### src/rtl/lpm_pkg.sv
package lpm_pkg;

    localparam int MODE_W   = 2;
    localparam int NUM_WAKE = 3;
    localparam int STATE_W  = 3;

    typedef enum logic [MODE_W-1:0] {
        MODE_ACT  = 2'd0,
        MODE_DOZE = 2'd1,
        MODE_DEEP = 2'd2,
        MODE_PDN  = 2'd3
    } lpm_mode_e;

    typedef enum logic [STATE_W-1:0] {
        S_ACT   = 3'd0,
        S_DOZE  = 3'd1,
        S_SAVE  = 3'd2,
        S_SLEEP = 3'd3,
        S_PWRUP = 3'd4,
        S_REST  = 3'd5,
        S_PDN   = 3'd6
    } lpm_state_e;

    typedef struct packed {
        logic radio;
        logic analog;
        logic pll;
        logic xtal;
        logic core;
        logic lpclk;
    } lpm_en_t;

    function automatic lpm_mode_e state_to_mode(lpm_state_e s);
        case (s)
            S_ACT:   return MODE_ACT;
            S_DOZE:  return MODE_DOZE;
            S_PDN:   return MODE_PDN;
            default: return MODE_DEEP;
        endcase
    endfunction

    function automatic lpm_en_t state_to_en(lpm_state_e s);
        lpm_en_t e;
        e = '0;
        case (s)
            S_ACT:   e = '{radio: 1'b1, analog: 1'b1, pll: 1'b1, xtal: 1'b1, core: 1'b1, lpclk: 1'b1};
            S_DOZE:  e = '{radio: 1'b0, analog: 1'b0, pll: 1'b0, xtal: 1'b0, core: 1'b1, lpclk: 1'b1};
            S_SAVE,
            S_PWRUP,
            S_REST:  e = '{radio: 1'b0, analog: 1'b0, pll: 1'b1, xtal: 1'b1, core: 1'b1, lpclk: 1'b1};
            S_SLEEP: e = '{radio: 1'b0, analog: 1'b0, pll: 1'b0, xtal: 1'b0, core: 1'b0, lpclk: 1'b1};
            default: e = '0;
        endcase
        return e;
    endfunction

    function automatic logic wake_armed(lpm_state_e s);
        return (s != S_ACT) && (s != S_PDN);
    endfunction

endpackage

### src/rtl/lpm_wake_latch.sv
module lpm_wake_latch #(
    parameter int NW = lpm_pkg::NUM_WAKE
) (
    input  logic          clk,
    input  logic          rst,
    input  logic [NW-1:0] wake_i,
    input  logic          arm,
    input  logic          clr,
    output logic          wake_any
);
    logic pend_q;
    logic hit;

    assign hit = |wake_i;

    always_ff @(posedge clk) begin
        if (rst || clr) begin
            pend_q <= 1'b0;
        end else if (arm && hit) begin
            pend_q <= 1'b1;
        end
    end

    assign wake_any = arm && (pend_q || hit);
endmodule

### src/rtl/lpm_fsm.sv
module lpm_fsm
    import lpm_pkg::*;
(
    input  logic       clk,
    input  logic       rst,
    input  logic       sleep_req,
    input  lpm_mode_e  sleep_mode,
    input  logic       wake_any,
    input  logic       ext_en,
    input  logic       save_ack,
    input  logic       core_pgood,
    input  logic       restore_ack,
    output lpm_state_e state,
    output logic       ret_valid
);
    lpm_state_e nxt;
    logic       rv_set;
    logic       rv_clr;

    always_comb begin
        nxt    = state;
        rv_set = 1'b0;
        rv_clr = 1'b0;
        case (state)
            S_ACT: begin
                if (sleep_req) begin
                    case (sleep_mode)
                        MODE_DOZE: nxt = S_DOZE;
                        MODE_DEEP: nxt = S_SAVE;
                        MODE_PDN:  nxt = S_PDN;
                        default:   nxt = S_ACT;
                    endcase
                end
            end
            S_DOZE:  if (wake_any) nxt = S_ACT;
            S_SAVE: begin
                if (save_ack) begin
                    nxt    = S_SLEEP;
                    rv_set = 1'b1;
                end
            end
            S_SLEEP: if (wake_any) nxt = S_PWRUP;
            S_PWRUP: if (core_pgood) nxt = S_REST;
            S_REST: begin
                if (restore_ack) begin
                    nxt    = S_ACT;
                    rv_clr = 1'b1;
                end
            end
            S_PDN:   if (ext_en) nxt = S_ACT;
            default: nxt = S_ACT;
        endcase
    end

    always_ff @(posedge clk) begin
        if (rst) begin
            state     <= S_ACT;
            ret_valid <= 1'b0;
        end else begin
            state <= nxt;
            if (rv_set) begin
                ret_valid <= 1'b1;
            end else if (rv_clr) begin
                ret_valid <= 1'b0;
            end
        end
    end
endmodule

### src/rtl/lpm_out_dec.sv
module lpm_out_dec
    import lpm_pkg::*;
(
    input  lpm_state_e state,
    output lpm_en_t    en,
    output lpm_mode_e  mode,
    output logic       save_req,
    output logic       restore_req
);
    assign en          = state_to_en(state);
    assign mode        = state_to_mode(state);
    assign save_req    = (state == S_SAVE);
    assign restore_req = (state == S_REST);
endmodule

### src/rtl/lpm_ctrl.sv
module lpm_ctrl
    import lpm_pkg::*;
(
    input  logic              clk,
    input  logic              rst,
    input  logic              sleep_req,
    input  logic [MODE_W-1:0] sleep_mode,
    input  logic              timer_wake,
    input  logic              ext_irq,
    input  logic              host_resume,
    input  logic              ext_en,
    input  logic              save_ack,
    input  logic              core_pgood,
    input  logic              restore_ack,
    output logic [MODE_W-1:0] mode_o,
    output logic              radio_en,
    output logic              analog_en,
    output logic              pll_en,
    output logic              xtal_en,
    output logic              core_pwr_en,
    output logic              lpclk_en,
    output logic              save_req,
    output logic              restore_req,
    output logic              ret_valid
);
    lpm_state_e          state;
    lpm_en_t             en;
    lpm_mode_e           mode;
    logic                wake_any;
    logic [NUM_WAKE-1:0] wake_vec;

    assign wake_vec = {host_resume, ext_irq, timer_wake};

    lpm_wake_latch #(.NW(NUM_WAKE)) u_wake (
        .clk      (clk),
        .rst      (rst),
        .wake_i   (wake_vec),
        .arm      (wake_armed(state)),
        .clr      (state == S_ACT),
        .wake_any (wake_any)
    );

    lpm_fsm u_fsm (
        .clk         (clk),
        .rst         (rst),
        .sleep_req   (sleep_req),
        .sleep_mode  (lpm_mode_e'(sleep_mode)),
        .wake_any    (wake_any),
        .ext_en      (ext_en),
        .save_ack    (save_ack),
        .core_pgood  (core_pgood),
        .restore_ack (restore_ack),
        .state       (state),
        .ret_valid   (ret_valid)
    );

    lpm_out_dec u_dec (
        .state       (state),
        .en          (en),
        .mode        (mode),
        .save_req    (save_req),
        .restore_req (restore_req)
    );

    assign mode_o      = mode;
    assign radio_en    = en.radio;
    assign analog_en   = en.analog;
    assign pll_en      = en.pll;
    assign xtal_en     = en.xtal;
    assign core_pwr_en = en.core;
    assign lpclk_en    = en.lpclk;
endmodule

### config.mk
export PLATFORM = sky130hd
export DESIGN_NAME = lpm_ctrl
export DESIGN_NICKNAME = d
export VERILOG_FILES = /design/src/rtl/lpm_pkg.sv /design/src/rtl/lpm_wake_latch.sv /design/src/rtl/lpm_fsm.sv /design/src/rtl/lpm_out_dec.sv /design/src/rtl/lpm_ctrl.sv
export SDC_FILE = /design/constraint.sdc
export NUM_CORES = 1
export LEC_CHECK = 0
export ABC_AREA = 1
export BUFFER_PORTS_ARGS = -buffer_cell sky130_fd_sc_hd__buf_2
export CORE_AREA = 2 2 39 41
export DETAILED_ROUTE_END_ITERATION = 8
export DIE_AREA = 0 0 41 43
export SLEW_MARGIN = 20
export SYNTH_ARGS = -nofsm -noshare
export SYNTH_HDL_FRONTEND = slang
export SYNTH_SLANG_ARGS = --single-unit
### constraint.sdc
create_clock -name clk -period 1.3 [get_ports clk]
set_input_delay 0.065 -clock clk [delete_from_list [all_inputs] [get_ports clk]]
set_output_delay 0.065 -clock clk [all_outputs]
set_load 0.02 [all_outputs]
Word-level counts from Yosys, hierarchy flattened:

Cells that the tools add are included.

* register bits: 5

* eq/ne operators: 17
* mux-type cells: 17
* reduce and logical (&&, ||, !) cells: 11

Operators by type and width (count)
* $pmux 6 s4: 1
* $mux 3: 7
* $pmux 3 s7: 1
* $ne 2x2->1 const B: 7
* $eq 3x3->1 const B: 3
* $pmux 3 s3: 1
* $reduce_and 7->1: 1
* $eq 3x2->1 const B: 2
* $mux 1: 6
* $pmux 2 s3: 1
* $reduce_or 3->1: 2
* $eq 2x2->1 const B: 2
* $eq 3x1->1 const B: 1
* $logic_and 1x1->1: 3
* $logic_not 3->1: 1
* $ne 3x3->1 const B: 1
* $reduce_bool 3->1: 1
* $eq 2x1->1 const B: 1
* $logic_or 1x1->1: 2
* $reduce_bool 2->1: 1

Logic depth before layout (Yosys ltp):

Gate-level depths: netlist (run 1).

* depth in word-level cells: 5
* depth in mapped cells: 8
* mapped depth without buffers: 8

By module:

From an unflattened synthesis (run 1), not the netlist that was laid out.

* cell total of the unflattened synthesis: 108
* area, all modules: 553.0 um^2

Modules (own cells, without submodules)
* lpm_fsm: sequential area each 80.1 um^2, times used 1, cells each 65, area each 359.1 um^2
* lpm_out_dec: sequential area each 0.0 um^2, times used 1, cells each 21, area each 90.1 um^2
* lpm_wake_latch: sequential area each 20.0 um^2, times used 1, cells each 14, area each 71.3 um^2
* lpm_ctrl: sequential area each 0.0 um^2, times used 1, cells each 8, area each 32.5 um^2

Worst setup path after synthesis (run 1):

No wires, ideal clock.

* path kind: register to output
* from: register u_fsm.state[2]
* to: output xtal_en
* cell stages (with the launch flop): 4
* data required time: 1.235 ns
* setup slack: -0.054 ns
* arrival: 1.289 ns
* buffers on the path: 1
* cell sequence: dfxtp_1 -> inv_2 -> o21ai_0 -> buf_4

* word-level cells in the longest chain between the ends: 3
* elaborated cells between the ends (all ways): 8

RTL lines
* start: declaration: line lpm_fsm.sv:13 `output lpm_state_e state,`
* start signal: assignment: line lpm_fsm.sv:60 `state <= nxt;`
* $eq 3x2->1 / $eq 3x3->1 (equally long branches): line lpm_pkg.sv:45 `case (s)`
* $reduce_or 3->1: line lpm_pkg.sv:45
* $pmux 6 s4 (*): line lpm_pkg.sv:45
* end: declaration: line lpm_ctrl.sv:19 `output logic xtal_en,`

Every way passes the cells marked *; elsewhere a longest branch is shown, timed or not.

Final worst setup path (run 1):

* from: register u_fsm.state[2]
* to: output radio_en

* word-level cells in the longest chain between the ends: 3
* elaborated cells between the ends (all ways): 8

RTL lines
* $eq 3x2->1 / $eq 3x3->1 (equally long branches): line lpm_pkg.sv:45
* $reduce_or 3->1: line lpm_pkg.sv:45
* $pmux 6 s4 (*): line lpm_pkg.sv:45
* end: declaration: line lpm_ctrl.sv:16 `output logic radio_en,`

Marks and branches as above.

==> results.json, run 1 <==
{
  "final_common_cell": "buf_2",
  "fin_skew_ns": 0.000547,
  "use_met1_pct": 18.3,
  "drc": 0,
  "synth_cells": 71,
  "ys_warn_count": 0,
  "dp_hpwl_um": 864,
  "portBuffers": 22,
  "final-seq-area_um2": 109,
  "die_x_um": 41,
  "slew_headroom_pct": 87.7,
  "n_fill_cell": 143,
  "use_met2_pct": 19.7,
  "yosysTopAreaCellShare_pct": 22.3,
  "gp_congestion": 0.820,
  "synthArstFlopShare_pct": 0,
  "min_path_type": "input pin to register",
  "drtIter0Drc": 5,
  "yosysUniqueCellTypes": 17,
  "clk_latency_ns": 0.24,
  "nets": 109,
  "synth_area_per_cell_um2": 6.33,
  "antenna_cells": 0,
  "clockBufferDepth": 2,
  "drive_gt1_share_pct": 50.0,
  "die_area_mm2": 0.00176,
  "finalNonFillerCells": 112,
  "tightestPinTransition_ns": 0.182,
  "ant_nets": 0,
  "antenna_found_initial": 0,
  "grt_max_degree": 8,
  "overflow": 0,
  "rsz0062_at_grt": "false",
  "cp-start-kind": "register",
  "total_power_w": 0.00161,
  "synth-edff-count": 0,
  "maxSlewViolCount": 0,
  "coreArea_mm2": 0.00138,
  "p_leak_nw": 0.335,
  "busiest_layer": "met2",
  "htree_levels": 1,
  "path_clk_slew_ns": 0.04,
  "worstReg2RegEnd": "u_fsm.state[1]$_SDFFE_PP0P_",
  "synth-seq-cells": 5,
  "wl_per_cell_um": 8.96,
  "route.vias.total": 510,
  "period_minus_slack_ns": 1.21,
  "crit_arrival_ns": 1.14,
  "grt_pass1_vias": 435,
  "setup-violations-final": 0,
  "hold_ws_ns": 0.0205,
  "fmax_mhz": 829,
  "cts_tree": "yes",
  "status": "complete, no violations",
  "endpoint_kind": "output port",
  "p_per_area_mw_per_mm2": 2600,
  "cts_sinks": 5,
  "required_ns": 1.24,
  "rows": 14,
  "die_h_um": 43,
  "crit_path_end": "radio_en",
  "synth_fp_nets": 83,
  "cts_inserted_buffers": 3,
  "syn2layout_area_growth_pct": 37.6,
  "syn_area_um2": 449,
  "setup_tns_ns": 0,
  "r2r_cells": 7,
  "critPathKind": "register to output port",
  "ir_worst_vdd_uv": 964,
  "fin_crit_sh_pct": 92.8,
  "io_pins": 23,
  "crit_start": "u_fsm.state[2]$_SDFFE_PP0P_",
  "grtUsageMet3_pct": 7.85,
  "r2r_setup_slack_ns": 0.15,
  "seq_area_frac_synth_pct": 22.3,
  "ys.flop_type": "dfxtp_1",
  "hold_viol": 0,
  "r2r-start": "u_fsm.state[0]$_SDFFE_PP0P_",
  "grt_pass1_wl_um": 1660,
  "fin_util_pct": 44.7,
  "start_util_pct": 32.5,
  "synth.largest_area_cell": "dfxtp_1",
  "grt_use_total_pct": 13.9,
  "yosys-top-cells-area": "dfxtp_1 (22%), nand2_1 (11%), nor2_4 (10%), inv_1 (9.2%), nor2_1 (6.7%)",
  "layout_common_cells": "buf_2 (18), nand2_1 (13), inv_1 (11)",
  "via_per_inst": 4.55,
  "cts_root_buffer": "clkbuf_4",
  "hold_buffers": 0,
  "cp_max_fo": 7,
  "multiInputGateArea_um2": 275,
  "place_inst": 107,
  "drt_wl_total_um": 1000,
  "max_cap_violations": 0,
  "drtPass1Iterations": 4
}
## kinds of logic after synthesis
logic type	Yosys count	share of synthesized area (%)
compound gates	9	10.9
simple gates	40	49.3
flops	5	22.3
buf+inv	17	17.5
## sequential cells by signal (all words and copies together), names as in the netlist
name and cells:
u_fsm.ret_valid 1, u_fsm.state 3, u_wake.pend_q 1
## how the worst min path moves through the flow
| stage | to | depth (start not counted) | start | slack, ns |
|---|---|---|---|---|
| final | u_fsm.state[1]$_SDFFE_PP0P_ | 2 | rst | 0.02 |
| after global routing | u_fsm.state[1]$_SDFFE_PP0P_ | 2 | rst | 0.02 |
| after CTS | u_fsm.state[1]$_SDFFE_PP0P_ | 2 | rst | 0.02 |
| after detailed placement | u_fsm.state[1]$_SDFFE_PP0P_ | 2 | rst | 0.28 |
| after global placement | u_fsm.state[1]$_SDFFE_PP0P_ | 2 | rst | 0.28 |
| after floorplan | u_fsm.state[1]$_SDFFE_PP0P_ | 1 | rst | 0.13 |
## critical path: stages (launching register included)
cell     delay [ns]
dfxtp_4        0.37
nor2_2         0.13
inv_1          0.10
nor2_2         0.14
buf_4          0.16
## through the flow
stage | instance area (µm²) | setup slack, ns
finish | 618 | 0.0941
global route | 618 | 0.0000374
floorplan | 449 | 0.00904
detailed placement | 561 | 0.119
global placement | 561 | 0.115
CTS | 602 | 0.0336
## power by group
group / switching, W / internal, W / total (W)
clock network: 0.0000670 / 0.000116 / 0.000183
logic: 0.000652 / 0.000438 / 0.00109
registers: 0.0000983 / 0.000234 / 0.000332
total: 0.000817 / 0.000788 / 0.00161
## cells in the mapped netlist (2+ instances only)
cell and count:
inv_1 11, nand2_1 13, dfxtp_1 5, a21oi_1 4
inv_2 3, nand3_2 2, nor2_2 2, nor2_4 4
nand2_2 4, nand3b_1 2, nand3_1 4, buf_4 2
nor2_1 8, o21ai_0 4
## metal layers
metal / share of wire [%] / wire length (µm)
met1: 42 / 419
met2: 46 / 466
met3: 12 / 117
met4: 0 / 0
met5: 0 / 0
## what timing repair did
action | in CTS | in global routing
pin swaps | 1 | 0
gates resized for setup | 4 | 7
hold endpoints to repair | 0 | 0
setup buffers | 1 | 0
endpoints found under the setup margin | 6 | 9
## layout make-up
cell class | count | share of cell area [%]
sequential | 5 | 17.6
inverter | 14 | 8.50
multi-input combinational | 49 | 44.5
clock buffer | 4 | 4.25
timing repair buffer | 24 | 21.9
tap | 16 | 3.24
(Power assumes the default switching activity.)
==> inputs of run 2 (changes only) <==
PLACE_DENSITY = 0.72   (was default)
==> results.json, run 2 (synthesis gave the netlist of run 1 again) <==
{
  "critPathKind": "register to output port",
  "gp_congestion": 0.767,
  "min_path_type": "input pin to register",
  "tightestPinTransition_ns": 0.190,
  "drive_gt1_share_pct": 51.0,
  "wl_per_cell_um": 9.10,
  "p_sw_w": 0.000829,
  "grt_max_degree": 8,
  "drtPass1Iterations": 2,
  "grt_pass1_wl_um": 1530,
  "cts_sinks": 5,
  "fin_skew_ns": 0.00278,
  "endpoint_kind": "output port",
  "via_per_inst": 4.38,
  "setup-violations-final": 0,
  "ir_worst_vdd_uv": 812,
  "portBuffers": 22,
  "rsz0062_at_grt": "false",
  "n_fill_cell": 155,
  "largestRegisters": "u_fsm.state x3, u_fsm.ret_valid x1, u_wake.pend_q x1",
  "max_cap_violations": 0,
  "p_per_area_mw_per_mm2": 2610,
  "die_x_um": 41,
  "ant_nets": 0,
  "p_leak_nw": 0.333,
  "fin_crit_sh_pct": 93.5,
  "fin_util_pct": 44.5,
  "crit_arrival_ns": 1.15,
  "cts_inserted_buffers": 3,
  "final-seq-area_um2": 104,
  "final_common_cell": "buf_2",
  "combinationalPowerShare_pct": 68.7,
  "coreArea_mm2": 0.00138,
  "status": "complete, no violations",
  "die_h_um": 43,
  "clk_latency_ns": 0.24,
  "clockBufferDepth": 2,
  "clkPwrFrac_pct": 11.2,
  "post_dp_cell_area_um2": 561,
  "multiInputGateArea_um2": 280,
  "path_clk_slew_ns": 0.04,
  "p_sw_share_pct": 51.7,
  "required_ns": 1.24,
  "cts_tree": "yes",
  "drt_wl_total_um": 1020,
  "antenna_found_initial": 0,
  "cts_root_buffer": "clkbuf_4",
  "largest_reg_flops": 3,
  "antenna_cells": 0,
  "layout_common_cells": "buf_2 (19), nand2_1 (13), inv_1 (10)",
  "grt_pass1_vias": 408,
  "overflow": 0,
  "setup_tns_ns": 0,
  "rows": 14,
  "cp-start-kind": "register",
  "route.vias.total": 491,
  "drc": 0,
  "drtIter0Drc": 8,
  "io_pins": 23,
  "syn2layout_area_growth_pct": 37.0,
  "design_area_um2": 616,
  "cp_max_fo": 7,
  "period_minus_slack_ns": 1.22,
  "slew_headroom_pct": 87.3,
  "fmax_mhz": 822,
  "maxSlewViolCount": 0,
  "die_area_mm2": 0.00176,
  "dp_hpwl_um": 833,
  "start_util_pct": 32.5,
  "largest_register": "u_fsm.state",
  "nets": 109,
  "htree_levels": 1,
  "p_seq_share_pct": 20.1,
  "internal_power_w": 0.000775,
  "hold_viol": 0,
  "grt_use_total_pct": 12.9
}
[run 2: worst max-delay path, stage by stage (launching register included)]
cell	delay [ns]
dfxtp_2	0.40
nand2_2	0.11
nor2_4	0.10
inv_1	0.06
o21ai_0	0.06
buf_2	0.18
[run 2: final cells by class]
type | instances | share of cell area (%)
clock buffer | 4 | 4.27
inverter | 14 | 8.54
multi-input combinational | 49 | 45.5
sequential | 5 | 16.9
tap | 16 | 3.25
timing repair buffer | 24 | 21.5
[run 2: per-layer routing]
layer | wire length (µm) | share of wire, % | track usage, % | vias up
met2 | 511 | 50 | 22.8 | 20
met4 | 0 | 0 | 2.00 | 0
met5 | 0 | 0 | 0 | -
met1 | 412 | 40 | 13.1 | 208
li1 | - | - | - | 263
met3 | 95 | 9.3 | 6.28 | 0
[run 2: power by group through the flow]
| stage | Combinational (W) | Sequential (W) | Clock, W |
|---|---|---|---|
| after floorplan | 0.000829 | 0.000286 | 0 |
| after global placement | 0.000992 | 0.000307 | 0 |
| after detailed placement | 0.000995 | 0.000310 | 0 |
| after CTS | 0.00104 | 0.000314 | 0.000187 |
| after global routing | 0.00122 | 0.000339 | 0.000199 |
| final | 0.00110 | 0.000323 | 0.000179 |
[run 2: worst paths after layout]
path              slack [ns]                      endpoint  depth (start not counted)                         start
hold / removal          0.03   u_fsm.state[1]$_SDFFE_PP0P_                          2                           rst
hold reg to reg         0.48  u_fsm.ret_valid$_SDFFE_PP0P_                          2  u_fsm.ret_valid$_SDFFE_PP0P_
setup reg to reg        0.13   u_fsm.state[0]$_SDFFE_PP0P_                          8   u_fsm.state[2]$_SDFFE_PP0P_
setup / recovery        0.08                     mode_o[0]                          5   u_fsm.state[2]$_SDFFE_PP0P_
[run 2: through the flow]
| step | power (W) | worst slack [ns] | hold slack (ns) | cells |
|---|---|---|---|---|
| 2_1_floorplan | 0.00111 | 0.00904 | 0.127 | 71 |
| 3_3_place_gp | 0.00130 | 0.112 | 0.279 | 107 |
| 3_5_place_dp | 0.00130 | 0.112 | 0.279 | 107 |
| 4_1_cts | 0.00154 | 0.0239 | 0.0236 | 112 |
| 5_1_grt | 0.00175 | 0.00228 | 0.0127 | 112 |
| 6_report | 0.00160 | 0.0839 | 0.0251 | 112 |
[run 2: timing repair]
action,CTS,global route
buffers inserted,1,0
resized for setup,3,7
hold buffers,0,0
setup endpoints to repair,6,11
pin swaps,1,0
